### src/rtl/vbi_pkg.sv
package vbi_pkg;
  localparam int N_SVC     = 2;
  localparam int SVC_CC    = 0;
  localparam int SVC_CGMS  = 1;
  localparam int CC_BITS   = 16;
  localparam int CGMS_BITS = 20;
  localparam int MAX_BITS  = (CGMS_BITS > CC_BITS) ? CGMS_BITS : CC_BITS;
  localparam int CNT_W     = $clog2(MAX_BITS + 1);
  localparam logic [7:0] CC_NULL_BYTE = 8'h80;

  typedef enum logic [1:0] {
    SER_IDLE = 2'd0,
    SER_WAIT = 2'd1,
    SER_SEND = 2'd2
  } ser_state_e;
endpackage

### src/rtl/vbi_line_match.sv
module vbi_line_match #(
  parameter int LINE_W = 10
) (
  input  logic              en,
  input  logic [LINE_W-1:0] cfg_line,
  input  logic              cfg_field,
  input  logic [LINE_W-1:0] line_num,
  input  logic              field_id,
  output logic              hit
);
  always_comb begin
    hit = en && (line_num == cfg_line) && (field_id == cfg_field);
  end
endmodule

### src/rtl/vbi_cc_gate.sv
module vbi_cc_gate
  import vbi_pkg::*;
(
  input  logic               clk,
  input  logic               rst,
  input  logic               load,
  input  logic [7:0]         byte_a,
  input  logic [7:0]         byte_b,
  input  logic               gate_en,
  input  logic               take,
  output logic [CC_BITS-1:0] word,
  output logic               pending
);
  localparam logic [CC_BITS-1:0] NULL_WORD = {CC_NULL_BYTE, CC_NULL_BYTE};

  logic [CC_BITS-1:0] held;

  always_ff @(posedge clk) begin
    if (rst) begin
      held    <= NULL_WORD;
      pending <= 1'b0;
    end else if (load) begin
      held    <= {byte_b, byte_a};
      pending <= 1'b1;
    end else if (take) begin
      pending <= 1'b0;
    end
  end

  // word seen by a line start this cycle reflects state before any same-cycle load
  always_comb begin
    word = (pending || !gate_en) ? held : NULL_WORD;
  end

  assert_load_sets_pending_R8: assert property (@(posedge clk) disable iff (rst)
    load |=> pending);
  assert_take_clears_pending_R8: assert property (@(posedge clk) disable iff (rst)
    (take && !load) |=> !pending);
endmodule

### src/rtl/vbi_serializer.sv
module vbi_serializer
  import vbi_pkg::*;
#(
  parameter int PER_W = 8,
  parameter int OFS_W = 10
) (
  input  logic                clk,
  input  logic                rst,
  input  logic                line_start,
  input  logic                go,
  input  logic [MAX_BITS-1:0] word,
  input  logic [CNT_W-1:0]    nbits,
  input  logic [PER_W-1:0]    bit_period,
  input  logic [OFS_W-1:0]    start_ofs,
  output logic                active,
  output logic                level
);
  ser_state_e          state;
  logic [MAX_BITS-1:0] shreg;
  logic [OFS_W-1:0]    ofs_cnt;
  logic [PER_W-1:0]    per_cnt;
  logic [CNT_W-1:0]    bits_left;
  logic [PER_W-1:0]    eff_per;

  always_comb begin
    eff_per = (bit_period == '0) ? PER_W'(1) : bit_period;
  end

  always_ff @(posedge clk) begin
    if (rst) begin
      state     <= SER_IDLE;
      shreg     <= '0;
      ofs_cnt   <= '0;
      per_cnt   <= '0;
      bits_left <= '0;
      active    <= 1'b0;
      level     <= 1'b0;
    end else if (line_start) begin
      active <= 1'b0;
      level  <= 1'b0;
      if (go) begin
        state     <= SER_WAIT;
        shreg     <= word;
        bits_left <= nbits;
        ofs_cnt   <= start_ofs;
      end else begin
        state <= SER_IDLE;
      end
    end else begin
      case (state)
        SER_WAIT: begin
          if (ofs_cnt == '0) begin
            state   <= SER_SEND;
            active  <= 1'b1;
            level   <= shreg[0];
            per_cnt <= eff_per - 1'b1;
          end else begin
            ofs_cnt <= ofs_cnt - 1'b1;
          end
        end
        SER_SEND: begin
          if (per_cnt == '0) begin
            if (bits_left == CNT_W'(1)) begin
              state  <= SER_IDLE;
              active <= 1'b0;
              level  <= 1'b0;
            end else begin
              shreg     <= shreg >> 1;
              level     <= shreg[1];
              bits_left <= bits_left - 1'b1;
              per_cnt   <= eff_per - 1'b1;
            end
          end else begin
            per_cnt <= per_cnt - 1'b1;
          end
        end
        default: begin
          active <= 1'b0;
          level  <= 1'b0;
        end
      endcase
    end
  end

  assert_idle_level_black_R4: assert property (@(posedge clk) disable iff (rst)
    !active |-> !level);
  assert_bit_held_R3: assert property (@(posedge clk) disable iff (rst)
    (state == SER_SEND && per_cnt != '0 && !line_start) |=> (active && $stable(level)));
  assert_restart_ends_burst_R10: assert property (@(posedge clk) disable iff (rst)
    (line_start && !go) |=> !active);
endmodule

### src/rtl/vbi_data_inserter.sv
module vbi_data_inserter
  import vbi_pkg::*;
#(
  parameter int LINE_W = 10,
  parameter int PER_W  = 8,
  parameter int OFS_W  = 10
) (
  input  logic                 clk,
  input  logic                 rst,
  input  logic                 line_start,
  input  logic [LINE_W-1:0]    line_num,
  input  logic                 field_id,
  input  logic                 cc_en,
  input  logic [LINE_W-1:0]    cc_line,
  input  logic                 cc_field,
  input  logic                 cc_gate_en,
  input  logic                 cc_load,
  input  logic [7:0]           cc_byte_a,
  input  logic [7:0]           cc_byte_b,
  input  logic                 cgms_en,
  input  logic [LINE_W-1:0]    cgms_line,
  input  logic                 cgms_field,
  input  logic [CGMS_BITS-1:0] cgms_word,
  input  logic [PER_W-1:0]     bit_period,
  input  logic [OFS_W-1:0]     start_ofs,
  output logic                 data_active,
  output logic                 level_hi,
  output logic                 cc_pending
);
  logic [N_SVC-1:0]  svc_en;
  logic [N_SVC-1:0]  svc_field;
  logic [LINE_W-1:0] svc_line [N_SVC];
  logic [N_SVC-1:0]  hit;

  assign svc_en[SVC_CC]      = cc_en;
  assign svc_en[SVC_CGMS]    = cgms_en;
  assign svc_field[SVC_CC]   = cc_field;
  assign svc_field[SVC_CGMS] = cgms_field;
  assign svc_line[SVC_CC]    = cc_line;
  assign svc_line[SVC_CGMS]  = cgms_line;

  for (genvar g = 0; g < N_SVC; g++) begin : g_match
    vbi_line_match #(.LINE_W(LINE_W)) u_match (
      .en        (svc_en[g]),
      .cfg_line  (svc_line[g]),
      .cfg_field (svc_field[g]),
      .line_num  (line_num),
      .field_id  (field_id),
      .hit       (hit[g])
    );
  end

  logic               cc_take;
  logic [CC_BITS-1:0] cc_word;

  assign cc_take = line_start && hit[SVC_CC];

  vbi_cc_gate u_gate (
    .clk     (clk),
    .rst     (rst),
    .load    (cc_load),
    .byte_a  (cc_byte_a),
    .byte_b  (cc_byte_b),
    .gate_en (cc_gate_en),
    .take    (cc_take),
    .word    (cc_word),
    .pending (cc_pending)
  );

  logic [MAX_BITS-1:0] ser_word;
  logic [CNT_W-1:0]    ser_nbits;

  // caption has priority when both services select the same line
  always_comb begin
    if (hit[SVC_CC]) begin
      ser_word  = MAX_BITS'(cc_word);
      ser_nbits = CNT_W'(CC_BITS);
    end else begin
      ser_word  = MAX_BITS'(cgms_word);
      ser_nbits = CNT_W'(CGMS_BITS);
    end
  end

  vbi_serializer #(.PER_W(PER_W), .OFS_W(OFS_W)) u_ser (
    .clk        (clk),
    .rst        (rst),
    .line_start (line_start),
    .go         (|hit),
    .word       (ser_word),
    .nbits      (ser_nbits),
    .bit_period (bit_period),
    .start_ofs  (start_ofs),
    .active     (data_active),
    .level      (level_hi)
  );

  assert_no_match_no_data_R2: assert property (@(posedge clk) disable iff (rst)
    (line_start && !cc_en && !cgms_en) |=> !data_active);
endmodule

### config.mk
export PLATFORM = sky130hd
export DESIGN_NAME = vbi_data_inserter
export DESIGN_NICKNAME = d
export VERILOG_FILES = /design/src/rtl/vbi_pkg.sv /design/src/rtl/vbi_line_match.sv /design/src/rtl/vbi_cc_gate.sv /design/src/rtl/vbi_serializer.sv /design/src/rtl/vbi_data_inserter.sv
export SDC_FILE = /design/constraint.sdc
export NUM_CORES = 1
export LEC_CHECK = 0
export BUFFER_PORTS_ARGS = -buffer_cell sky130_fd_sc_hd__buf_2
export CAP_MARGIN = 20
export CORE_UTILIZATION = 54
export DETAILED_ROUTE_END_ITERATION = 8
export PLACE_DENSITY = 0.91
export SYNTH_ARGS = -nofsm -noshare
export SYNTH_HDL_FRONTEND = slang
export SYNTH_HIERARCHICAL = 1
export SYNTH_SLANG_ARGS = --single-unit
### constraint.sdc
create_clock -name clk -period 3.31 [get_ports clk]
set_input_delay 0.8275 -clock clk [delete_from_list [all_inputs] [get_ports clk]]
set_output_delay 0.8275 -clock clk [all_outputs]
set_load 0.05 [all_outputs]
After elaboration in Yosys (flattened, before gate mapping)
Index checks and enable logic that the tools add are counted.

storage, ports and cells
  register bits after elaboration = 64
  bits of input ports = 94
  output and inout port bits = 3
  logic and storage cells = 93

operators by class
  add/subtract/negate cells = 4
  equality and inequality tests = 17
  muxes and demuxes = 38
  bitwise operators = 1
  reduce and logical (&&, ||, !) cells = 24

operators with widths
  kind                                                 number
  2-to-1 mux 20 bit                                    6
  2-to-1 mux 10 bit                                    4
  2-to-1 mux 8 bit                                     4
  2-to-1 mux 5 bit                                     5
  equality test 10 bit                                 2
  logical NOT 8 bit                                    2
  2-to-1 mux 16 bit                                    1
  case mux 8 bit (2 select lines)                      1
  subtractor 8 x 1 -> 8 bit, second input constant     2
  AND reduction 4 bit                                  3
  logical NOT 10 bit                                   1
  nonzero test 2 bit                                   5
  subtractor 10 x 1 -> 10 bit, second input constant   1
  2-to-1 mux 1 bit                                     9
  != test 3 x 2 -> 1 bit, second input constant        3
  2-to-1 mux 2 bit                                     4
  != test 2 x 1 -> 1 bit, second input constant        4
  AND reduction 3 bit                                  2
  equality test 5 x 1 -> 1 bit, second input constant  1
  logical AND 1 bit                                    5
  subtractor 5 x 1 -> 5 bit, second input constant     1
  != test 2 bit, second input constant                 2
  case mux 1 bit (2 select lines)                      2
  case mux 2 bit (2 select lines)                      1
  other kinds (11)                                     13

Longest topological paths before layout
Gate-level depths: netlist of run 1.

  word-level depth = 6
  mapped depth = 10
  depth with buffers taken out = 8

Modules after synthesis
Netlist of run 1, hierarchy kept.

modules (own cells, without submodules)
  module             instances  cells an instance  area each (µm²)  seq. area each (µm²)
  vbi_serializer     1          337                2745.1           940.9
  vbi_cc_gate        1          74                 737.0            340.3
  vbi_data_inserter  1          27                 251.5            0.0
  vbi_line_match     2          15                 125.1            0.0

Least setup slack after synthesis of run 1
Ideal clock, no wire load.

  path type = input-to-reg
  start point = in cc_line[3]
  end point = reg u_ser.ofs_cnt[3]
  setup time = 0.095 ns
  data arrival time = 2.510 ns
  data required time = 3.215 ns
  slack = 0.704 ns
  stages = 9
  path buffers = 1
  path through = xnor2_1 nand4_1 nor3_2 buf_6 or2_2 nand2_1 o21ai_0 o21ai_0 a221oi_1

on the way
  longest elaborated chain between the ends = 6

ends and longest elaborated chain
  element                           line                     source
  from (decl)                       vbi_data_inserter.sv:14  input logic [LINE_W-1:0] cc_line,
  equality test 10 bit              vbi_line_match.sv:12     hit = en && (line_num == cfg_line) && (field_id == cfg_field);
  logical AND 1 bit (2 in series)   vbi_line_match.sv:12
  via hit[0]                        vbi_data_inserter.sv:33  logic [N_SVC-1:0] hit;
  OR reduction 2 bit                vbi_data_inserter.sv:88  .go (|hit),
  != test 2 x 1 -> 1 bit (no line)  n/a
  AND reduction 3 bit (no line)     n/a
  to (signal assigned)              vbi_serializer.sv:45     ofs_cnt <= start_ofs;
  to (signal assigned)              vbi_serializer.sv:58     ofs_cnt <= ofs_cnt - 1'b1;
  to (decl)                         vbi_serializer.sv:20     logic [OFS_W-1:0] ofs_cnt;

The timed path passes the listed nets, and every way through them passes these cells.
A chain may end at the register's enable or synchronous reset.

Worst setup path in the final report of run 1
  start point = reg u_ser.per_cnt[0]
  end point = reg u_ser.shreg[15]

on the way
  longest elaborated chain between the ends = 3

ends and longest elaborated chain
  element                        line                  source
  from (decl)                    vbi_serializer.sv:21  logic [PER_W-1:0] per_cnt;
  from (signal assigned)         vbi_serializer.sv:56  per_cnt <= eff_per - 1'b1;
  from (signal assigned)         vbi_serializer.sv:71  per_cnt <= eff_per - 1'b1;
  from (signal assigned)         vbi_serializer.sv:74  per_cnt <= per_cnt - 1'b1;
  logical NOT 8 bit              vbi_serializer.sv:62  if (per_cnt == '0) begin
  nonzero test 2 bit (no line)   n/a
  AND reduction 4 bit (no line)  n/a
  to (signal assigned)           vbi_serializer.sv:43  shreg <= word;
  to (signal assigned)           vbi_serializer.sv:68  shreg <= shreg >> 1;
  to (decl)                      vbi_serializer.sv:19  logic [MAX_BITS-1:0] shreg;

No other way between the ends.

==> results of run 1 <==
cells in the final DEF, fill, tap and decap left out, types with 3 or more instances in the layout:
cell | synthesis | final
nand4_1 | 6 | 6
or3_1 | 7 | 7
a211oi_1 | 24 | 24
buf_2 | 8 | 96
a211o_1 | 3 | 3
nor3_1 | 10 | 10
xor2_1 | 3 | 3
and2_1 | 15 | 15
buf_4 | 2 | 6
o21ai_0 | 19 | 19
a21oi_1 | 25 | 25
mux2i_1 | 38 | 38
inv_1 | 17 | 17
nand2_1 | 28 | 28
ha_1 | 9 | 9
clkbuf_8 | 0 | 9
xnor2_1 | 23 | 23
nor2b_1 | 7 | 7
nand3_1 | 8 | 8
a31oi_1 | 5 | 5
nor2_1 | 57 | 57
o21a_1 | 3 | 3
conb_1 | 2 | 4
a32o_1 | 4 | 4
dfxtp_1 | 64 | 64
nand2b_1 | 5 | 5
mux2_2 | 17 | 17
where the power goes:
part	leakage, nW	internal (mW)	switching [mW]
combinational	1.34	0.110	0.106
clock	0.110	0.425	0.323
sequential	0.519	0.782	0.00672
flip-flops by register name, summed over array words and instances (netlist names):
name	flops
u_ser/active	1
u_ser/shreg	20
u_ser/ofs_cnt	10
u_ser/state	2
u_gate/pending	1
u_ser/level	1
u_gate/held	16
u_ser/bits_left	5
u_ser/per_cnt	8
metrics by stage:
stage               setup WS [ns]  hold WS, ns
global placement            0.469        0.452
finish                      0.282        0.464
CTS                         0.308        0.466
detailed placement          0.355        0.456
floorplan                   0.704        0.441
global route               0.0242        0.498
per-layer routing:
| layer | GRT usage (%) | vias up | share of wire (%) |
|---|---|---|---|
| li1 | - | 1846 | - |
| met1 | 30.3 | 1753 | 44 |
| met2 | 42.7 | 123 | 49 |
| met3 | 8.11 | 9 | 5.7 |
| met4 | 5.96 | 0 | 0.96 |
| met5 | 0 | - | 0 |
how the worst min path moves through the flow:
stage                                start  cells past startpoint               end  slack [ns]
after CTS                      u_ser/level                      2       u_ser/level        0.47
after floorplan           u_ser/per_cnt[1]                      2  u_ser/per_cnt[1]        0.44
after global routing           u_ser/level                      2       u_ser/level        0.50
final                          u_ser/level                      2       u_ser/level        0.46
after detailed placement       u_ser/level                      2       u_ser/level        0.46
after global placement    u_ser/per_cnt[1]                      2  u_ser/per_cnt[1]        0.45
logic make-up after synthesis:
| family | after synthesis | share of synthesized area (%) |
|---|---|---|
| adders and majority gates | 9 | 2.83 |
| other | 2 | 0.189 |
| DFF | 64 | 32.2 |
| AOI/OAI and AO/OA | 105 | 18.4 |
| buffers and inverters | 46 | 5.94 |
| muxes | 55 | 14.4 |
| xor gates and xnor gates | 26 | 5.72 |
| and+or+nand+nor | 161 | 20.4 |
critical path, cell delays in order, from the launching register on:
cell	delay [ns]
dfxtp_1	0.34
inv_1	0.11
ha_1	0.17
or3b_2	0.48
or2_1	0.34
o31ai_4	0.87
buf_4	0.33
nor2_1	0.06
a211oi_1	0.22
layout make-up:
cell class	instances	area, um^2	area share [%]
tap	96	120	2.55
multi-input combinational	360	2480	52.7
clock inverter	7	95.1	2.02
timing repair buffer	103	546	11.6
sequential	64	1280	27.2
inverter	17	63.8	1.35
clock buffer	9	124	2.63
==> results.cfg, run 1 <==
[grt]
antenna_found_initial = 0
overflow = 0
grt_pass1_vias = 3445
grt_pass1_wl_um = 15200
grt_util_all_layers_pct = 25.0
grt_max_degree = 50

[sta]
period_needed_ns = 3.03
period_share_pct = 91.5
rsz0062_at_grt = false
slew_headroom_pct = 29.6
clock_skew_ns = 0.00825
worst_slew_pin_slew_ns = 1.06
setup_tns_ns = 0
setup_viol = 0
report.final.slew_viol_count = 0
fmax_ghz = 0.330
finalHoldViolations = 0

[clocking]
htreeDepth = 3
hold_buffers = 0
clk_path_buf_depth = 2
cts_setup_buffers = 0
cts_tree = yes
cts.clk_slew.worst_paths_ns = 0.08
numCtsBuffers = 9
cts_resized = 0
cts_root_buf = clkbuf_8
clock_latency_ns = 0.34
clock-sinks = 64

[detailed_routing]
ant_nets = 0
wl_um = 9290
drc = 0
first_pass_iters = 4
drt_iter0_markers = 268
routed_via_density = 5.69
vias = 3731
wire_per_inst_um = 14.2

[yosys]
yosysTopAreaCell = dfxtp_1
ys_ff_latch = 64
ys_warn_count = 6
synth_commonest_cells = dfxtp_1, nor2_1, mux2i_1
yosysSeqAreaShare_pct = 32.2
syn_area_per_cell_um2 = 8.51
synthArstFlopShare_pct = 0
synth-edff-count = 0
synth_area_um2 = 3980
synthCells = 468
synth.most_common_cell = dfxtp_1
synthTopCellsByArea = dfxtp_1, mux2i_1, nor2_1, xnor2_1, mux2_2
synth_top_area_share_pct = 32.2
synth_cell_types = 62
synthFlopType = dfxtp_1

[place]
dp_cells = 640
port_buffers = 96
place_hpwl_um = 6710
globalplace.congestion = 0.806
placed_cell_area_um2 = 4490

[power]
p_total_mw = 1.75
p_leak_nw = 1.97
p_per_area_nw_per_um2 = 372
ir_worst_vdd_uv = 339

[worst_setup_path]
endpoint = u_ser/shreg[15]
start_kind = register
r2r_cells = 8
crit_fanout = 29
crit_path_end_kind = register
crit_arrival_ns = 3.28
required_ns = 3.56
r2r_setup_slack_ns = 0.28
cp-startpoint = u_ser/per_cnt[0]
r2r-end = u_ser/shreg[15]
timing.rr.start = u_ser/per_cnt[0]
critical_path_class = reg -> reg

[layout]
drive_gt1_share_pct = 26.6
fillers = 558
areaGrowthSynthToFinish_pct = 18.2
fin_area_um2 = 4710
nets = 658
antenna_cells = 0
final_util_pct = 67.8
final_cells = 656

[hold_path]
worstHoldPathType = reg -> reg

[floorplanning]
die_w_um = 87.9
start_util_pct = 57.4
rows = 30
die_y_um = 87.9
fp.coreArea_um2 = 6940
fp.dieArea_um2 = 7720
ios = 97

[flow_run]
drv_cap = 0

[outcome]
status = finished, final reports clean
Power figures use the tool's default switching activity.
==> inputs of run 2 (changes only) <==
--- a/config.mk
+++ b/config.mk
@@ -5,9 +5,10 @@
 export SDC_FILE = /design/constraint.sdc
 export NUM_CORES = 1
 export LEC_CHECK = 0
+export ABC_AREA = 1
 export BUFFER_PORTS_ARGS = -buffer_cell sky130_fd_sc_hd__buf_2
 export CAP_MARGIN = 20
-export CORE_UTILIZATION = 54
+export CORE_UTILIZATION = 55
 export DETAILED_ROUTE_END_ITERATION = 8
 export PLACE_DENSITY = 0.91
 export SYNTH_ARGS = -nofsm -noshare
==> results.cfg, run 2 <==
[outcome]
status = finished, final reports clean

[power]
p_total_mw = 1.62
p_leak_nw = 2.76
p_int_mw = 1.19
switching_share_pct = 26.9
ir_worst_vdd_uv = 208
combPwrFrac_pct = 14.1
p_sw_mw = 0.436
p_per_area_nw_per_um2 = 319
p_clk_share_pct = 37.1
seqPwrFrac_pct = 48.8

[layout]
drive_gt1_share_pct = 19.3
antenna_cells = 0
largest_register_ffs = 20
final_util_pct = 65.5
largestRegisters = u_ser/shreg: 20 flops, u_gate/held: 16 flops, u_ser/ofs_cnt: 10 flops
largest_register = u_ser/shreg
nets = 938
final_common_cell = nand2_1
areaGrowthSynthToFinish_pct = 15.0
final_cell_mix = nand2_1, nor2_1, buf_2

[worst_setup_path]
crit_arrival_ns = 2.64
start_kind = input port
crit_fanout = 26
critical_path_class = in -> reg
crit_path_end_kind = register
required_ns = 3.59

[sta]
period_needed_ns = 2.36
layout_setup_ws_ns = 0.952
setup_viol = 0
period_share_pct = 71.3
worst_slew_pin_slew_ns = 0.680
report.final.slew_viol_count = 0
fmax_ghz = 0.424
rsz0062_at_grt = false
slew_headroom_pct = 54.6
clock_skew_ns = 0.00754
finalHoldViolations = 0
setup_tns_ns = 0

[floorplanning]
start_util_pct = 56.9
rows = 32
die_y_um = 91.7
ios = 97
fp.coreArea_um2 = 7770
die_w_um = 91.7
fp.dieArea_um2 = 8400

[clocking]
clk_path_buf_depth = 2
clock-sinks = 64
htreeDepth = 3
cts.clk_slew.worst_paths_ns = 0.07
cts_resized = 0
hold_buffers = 0
numCtsBuffers = 9
cts_tree = yes
cts_root_buf = clkbuf_8
cts_setup_buffers = 0
clock_latency_ns = 0.34

[place]
dp_slack_ns = 0.620
place_hpwl_um = 7150
globalplace.congestion = 0.897
port_buffers = 96

[detailed_routing]
wl_um = 9810
ant_nets = 0
routed_via_density = 4.80
vias = 4520
wire_per_inst_um = 10.4
drt_iter0_markers = 183
drc = 0
first_pass_iters = 5

[yosys]
synth-edff-count = 0
synthTopCellsByArea = dfxtp_1, nand2_1, nor2_1, inv_1, o21ai_0
yosysSeqAreaShare_pct = 29.0
synth_top_area_share_pct = 29.0
syn_area_per_cell_um2 = 5.93
yosysTopAreaCell = dfxtp_1
ys_ff_latch = 64
synthCells = 746
synth_cell_types = 36
synth_commonest_cells = nand2_1, nor2_1, inv_1
ys_warn_count = 6
synth.most_common_cell = nand2_1
synth_area_um2 = 4420
synthFlopType = dfxtp_1
synthArstFlopShare_pct = 0

[grt]
grt_util_all_layers_pct = 24.7
grt_max_degree = 31
grt_pass1_vias = 4217
overflow = 0
grt_pass1_wl_um = 17200
antenna_found_initial = 0

[hold_path]
worstHoldPathType = reg -> reg

[flow_run]
drv_cap = 0
## run 2: cell types whose count changed after synthesis, moves of 8 or more
cell | before | now
a211oi_1 | 24 | 0
and2_1 | 15 | 0
inv_1 | 17 | 92
mux2_2 | 17 | 0
mux2i_1 | 38 | 1
nand2_1 | 28 | 233
nand3_1 | 8 | 28
nor2_1 | 57 | 138
nor2_2 | 0 | 23
nor3_1 | 10 | 2
o21ai_0 | 19 | 45
o21ai_1 | 0 | 15
xnor2_1 | 23 | 7
## run 2: cells by family after synthesis
logic type	Yosys count	share of synthesized area, %
flip-flops	64	29.0
adder cells (fa/ha/maj)	9	2.55
other	2	0.170
XOR/XNOR	17	3.37
buffers and inverters	121	11.7
AND/OR/NAND/NOR	445	42.6
multiplexers	1	0.226
AO/OA/AOI/OAI	87	10.4
## run 2: worst paths after layout
kind | start | to | slack (ns) | cells past startpoint
worst max-delay path | line_num[8] | u_ser/shreg[19] | 0.95 | 15
worst min-delay path | u_ser/per_cnt[1] | u_ser/per_cnt[1] | 0.47 | 2
worst max register to register | u_ser/bits_left[1] | u_ser/shreg[19] | 1.46 | 12
worst min register to register | u_ser/per_cnt[1] | u_ser/per_cnt[1] | 0.47 | 2
## run 2: routing by layer
| layer | routed length (um) | global-route usage [%] | up-vias |
|---|---|---|---|
| met2 | 4540 | 43.9 | 106 |
| met3 | 383 | 3.40 | 12 |
| met4 | 139 | 9.92 | 0 |
| met5 | 0 | 0 | - |
| met1 | 4750 | 29.9 | 1956 |
| li1 | - | - | 2446 |
## run 2: power groups by stage
stage,combinational [mW],clock [mW],sequential [mW]
2_1_floorplan,0.138,0,0.811
3_3_place_gp,0.224,0,0.809
3_5_place_dp,0.226,0,0.809
4_1_cts,0.228,0.615,0.792
5_1_grt,0.262,0.650,0.793
6_report,0.229,0.603,0.792
## run 2: worst max-delay path: stages
cell	delay, ns
buf_2	0.12
inv_1	0.05
nand2_1	0.04
nand2_1	0.06
inv_1	0.03
nand2_1	0.05
nor2_1	0.04
nand2_1	0.07
nor2_2	0.04
or2_2	0.30
nand2_1	0.21
nand2_4	0.21
inv_4	0.35
nand2_1	0.10
a21oi_1	0.14
## run 2: layout make-up
cell class / instances / area [um^2]
clock buffers: 12 / 155
clock inverters: 3 / 17.5
fillers: 727 / 2680
inverters: 97 / 367
multi-input cells: 563 / 2630
flip-flops and latches: 64 / 1280
well taps: 102 / 128
repair buffers: 100 / 510
## run 2: per-stage QoR
stage / hold WS, ns / instance area (um^2) / instances
6_report: 0.465 / 5090 / 941
5_1_grt: 0.477 / 5090 / 941
4_1_cts: 0.466 / 5090 / 941
3_5_place_dp: 0.449 / 4920 / 926
3_3_place_gp: 0.448 / 4920 / 926
2_1_floorplan: 0.429 / 4430 / 748
==> inputs of run 3 (changes only) <==
--- a/config.mk
+++ b/config.mk
@@ -8,9 +8,9 @@
 export ABC_AREA = 1
 export BUFFER_PORTS_ARGS = -buffer_cell sky130_fd_sc_hd__buf_2
 export CAP_MARGIN = 20
-export CORE_UTILIZATION = 55
+export CORE_UTILIZATION = 50
 export DETAILED_ROUTE_END_ITERATION = 8
-export PLACE_DENSITY = 0.91
+export PLACE_DENSITY = 0.87
 export SYNTH_ARGS = -nofsm -noshare
 export SYNTH_HDL_FRONTEND = slang
 export SYNTH_HIERARCHICAL = 1
==> constraint.sdc (replaced) <==
create_clock -name clk -period 2.02 [get_ports clk]
set_input_delay 0.505 -clock clk [delete_from_list [all_inputs] [get_ports clk]]
set_output_delay 0.505 -clock clk [all_outputs]
set_load 0.05 [all_outputs]
==> results.cfg, run 3 (same netlist as run 2, synthesis figures left out) <==
[grt]
grt_util_all_layers_pct = 24.0
grt_pass1_vias = 4357
antenna_found_initial = 0
grt_max_degree = 36
grt_pass1_wl_um = 17600
overflow = 0

[detailed_routing]
vias = 4636
ant_nets = 0
routed_via_density = 4.83
wire_per_inst_um = 10.4
first_pass_iters = 5
drt_iter0_markers = 153
wl_um = 9980
drc = 0

[layout]
final_cells = 960
final_cell_mix = nand2_1, nor2_1, buf_2
drive_gt1_share_pct = 20.7
fillers = 837
nets = 954
antenna_cells = 0
largestRegisters = u_ser/shreg: 20 flops, u_gate/held: 16 flops, u_ser/ofs_cnt: 10 flops
areaGrowthSynthToFinish_pct = 18.6
fin_area_um2 = 5250
final_common_cell = nand2_1
largest_register_ffs = 20
largest_register = u_ser/shreg

[power]
p_per_area_nw_per_um2 = 494
ir_worst_vdd_uv = 439
combPwrFrac_pct = 14.7
p_clk_share_pct = 35.2
p_total_mw = 2.59
p_leak_nw = 2.84
seqPwrFrac_pct = 50.1
p_sw_mw = 0.706
switching_share_pct = 27.2
p_int_mw = 1.89

[place]
dp_slack_ns = -0.0948
place_hpwl_um = 7730
dp_cells = 945
globalplace.congestion = 0.884
placed_cell_area_um2 = 5090
port_buffers = 96

[floorplanning]
rows = 33
die_y_um = 96.1
start_util_pct = 52.8
die_w_um = 96.1
fp.dieArea_um2 = 9230
ios = 97
fp.coreArea_um2 = 8380

[worst_setup_path]
cp-startpoint = line_num[4]
r2r_cells = 13
crit_arrival_ns = 2.00
critical_path_class = in -> reg
timing.rr.start = u_ser/ofs_cnt[0]
required_ns = 2.26
start_kind = input port
crit_path_end_kind = register
r2r_setup_slack_ns = 0.32
r2r-end = u_ser/per_cnt[5]
crit_fanout = 19
endpoint = u_ser/shreg[11]

[clocking]
htreeDepth = 3
clock-sinks = 64
cts.clk_slew.worst_paths_ns = 0.07
cts_tree = yes
hold_buffers = 0
numCtsBuffers = 9
clk_path_buf_depth = 2
cts_root_buf = clkbuf_8
clock_latency_ns = 0.35

[sta]
setup_viol = 0
clock_skew_ns = 0.00784
period_needed_ns = 1.76
layout_setup_ws_ns = 0.258
period_share_pct = 87.2
report.final.slew_viol_count = 0
fmax_ghz = 0.568
rsz0062_at_grt = false
finalHoldViolations = 0
setup_tns_ns = 0

[hold_path]
worstHoldPathType = in -> reg
hold_depth = 3

[flow_run]
drv_cap = 0

[outcome]
status = finished, final reports clean
[run 3: cell count changes in the layout (fill, tap and decap cells not counted)]
cell	before	now
clkbuf_8	11	9
inv_1	92	91
clkbuf_1	1	3
buf_12	0	4
clkinv_2	2	1
clkinvlp_4	1	2
inv_2	4	5
buf_4	4	16
[run 3: timing repair]
item | in CTS | in global routing
setup buffers | 0 | 0
setup endpoints to repair | 0 | 1
gates resized for setup | 0 | 1
[run 3: metal layers]
layer | share of wire [%] | track usage, %
met1 | 46 | 27.8
met2 | 48 | 43.6
met3 | 5.0 | 5.53
met4 | 1.4 | 6.97
met5 | 0 | 0
[run 3: power by group through the flow]
stage	Sequential (mW)	Clock [mW]	Combinational (mW)
after detailed placement	1.33	0	0.380
after CTS	1.30	0.942	0.382
after global placement	1.33	0	0.374
after floorplan	1.33	0	0.226
final	1.30	0.914	0.381
after global routing	1.30	0.998	0.437
[run 3: per-stage QoR]
stage	hold slack [ns]	utilization (%)
after detailed placement	0.453	60.7
after global routing	0.379	62.6
after global placement	0.441	60.7
after CTS	0.351	62.6
after floorplan	0.429	-
final	0.369	62.6
[run 3: worst min path at each step]
stage	to	slack (ns)	startpoint
3_5_place_dp	u_gate/held[7]	0.45	u_gate/held[7]
4_1_cts	u_gate/held[7]	0.35	cc_byte_a[7]
5_1_grt	u_gate/held[14]	0.38	cc_byte_b[6]
2_1_floorplan	u_gate/held[15]	0.43	u_gate/held[15]
3_3_place_gp	u_gate/held[7]	0.44	u_gate/held[7]
6_report	u_gate/held[7]	0.37	cc_byte_a[7]
[run 3: cell type report]
cell class	count	area, um^2	area share, %
multi-input cells	563	2630	50.1
flip-flops and latches	64	1280	24.4
well taps	105	131	2.50
inverters	97	367	6.99
clock inverters	3	20.0	0.382
repair buffers	116	681	13.0
clock buffers	12	135	2.58
[run 3: critical path, stage by stage]
cell and delay [ns]:
buf_2 0.12, inv_1 0.05, nand2_1 0.04, nand2_1 0.06, inv_1 0.03, nand2_1 0.05
nor2_1 0.05, nand2_1 0.06, nor2_2 0.04, or2_2 0.30, nand2_1 0.21, nand2_4 0.11
buf_12 0.16, o21ai_0 0.16, nor2_1 0.05
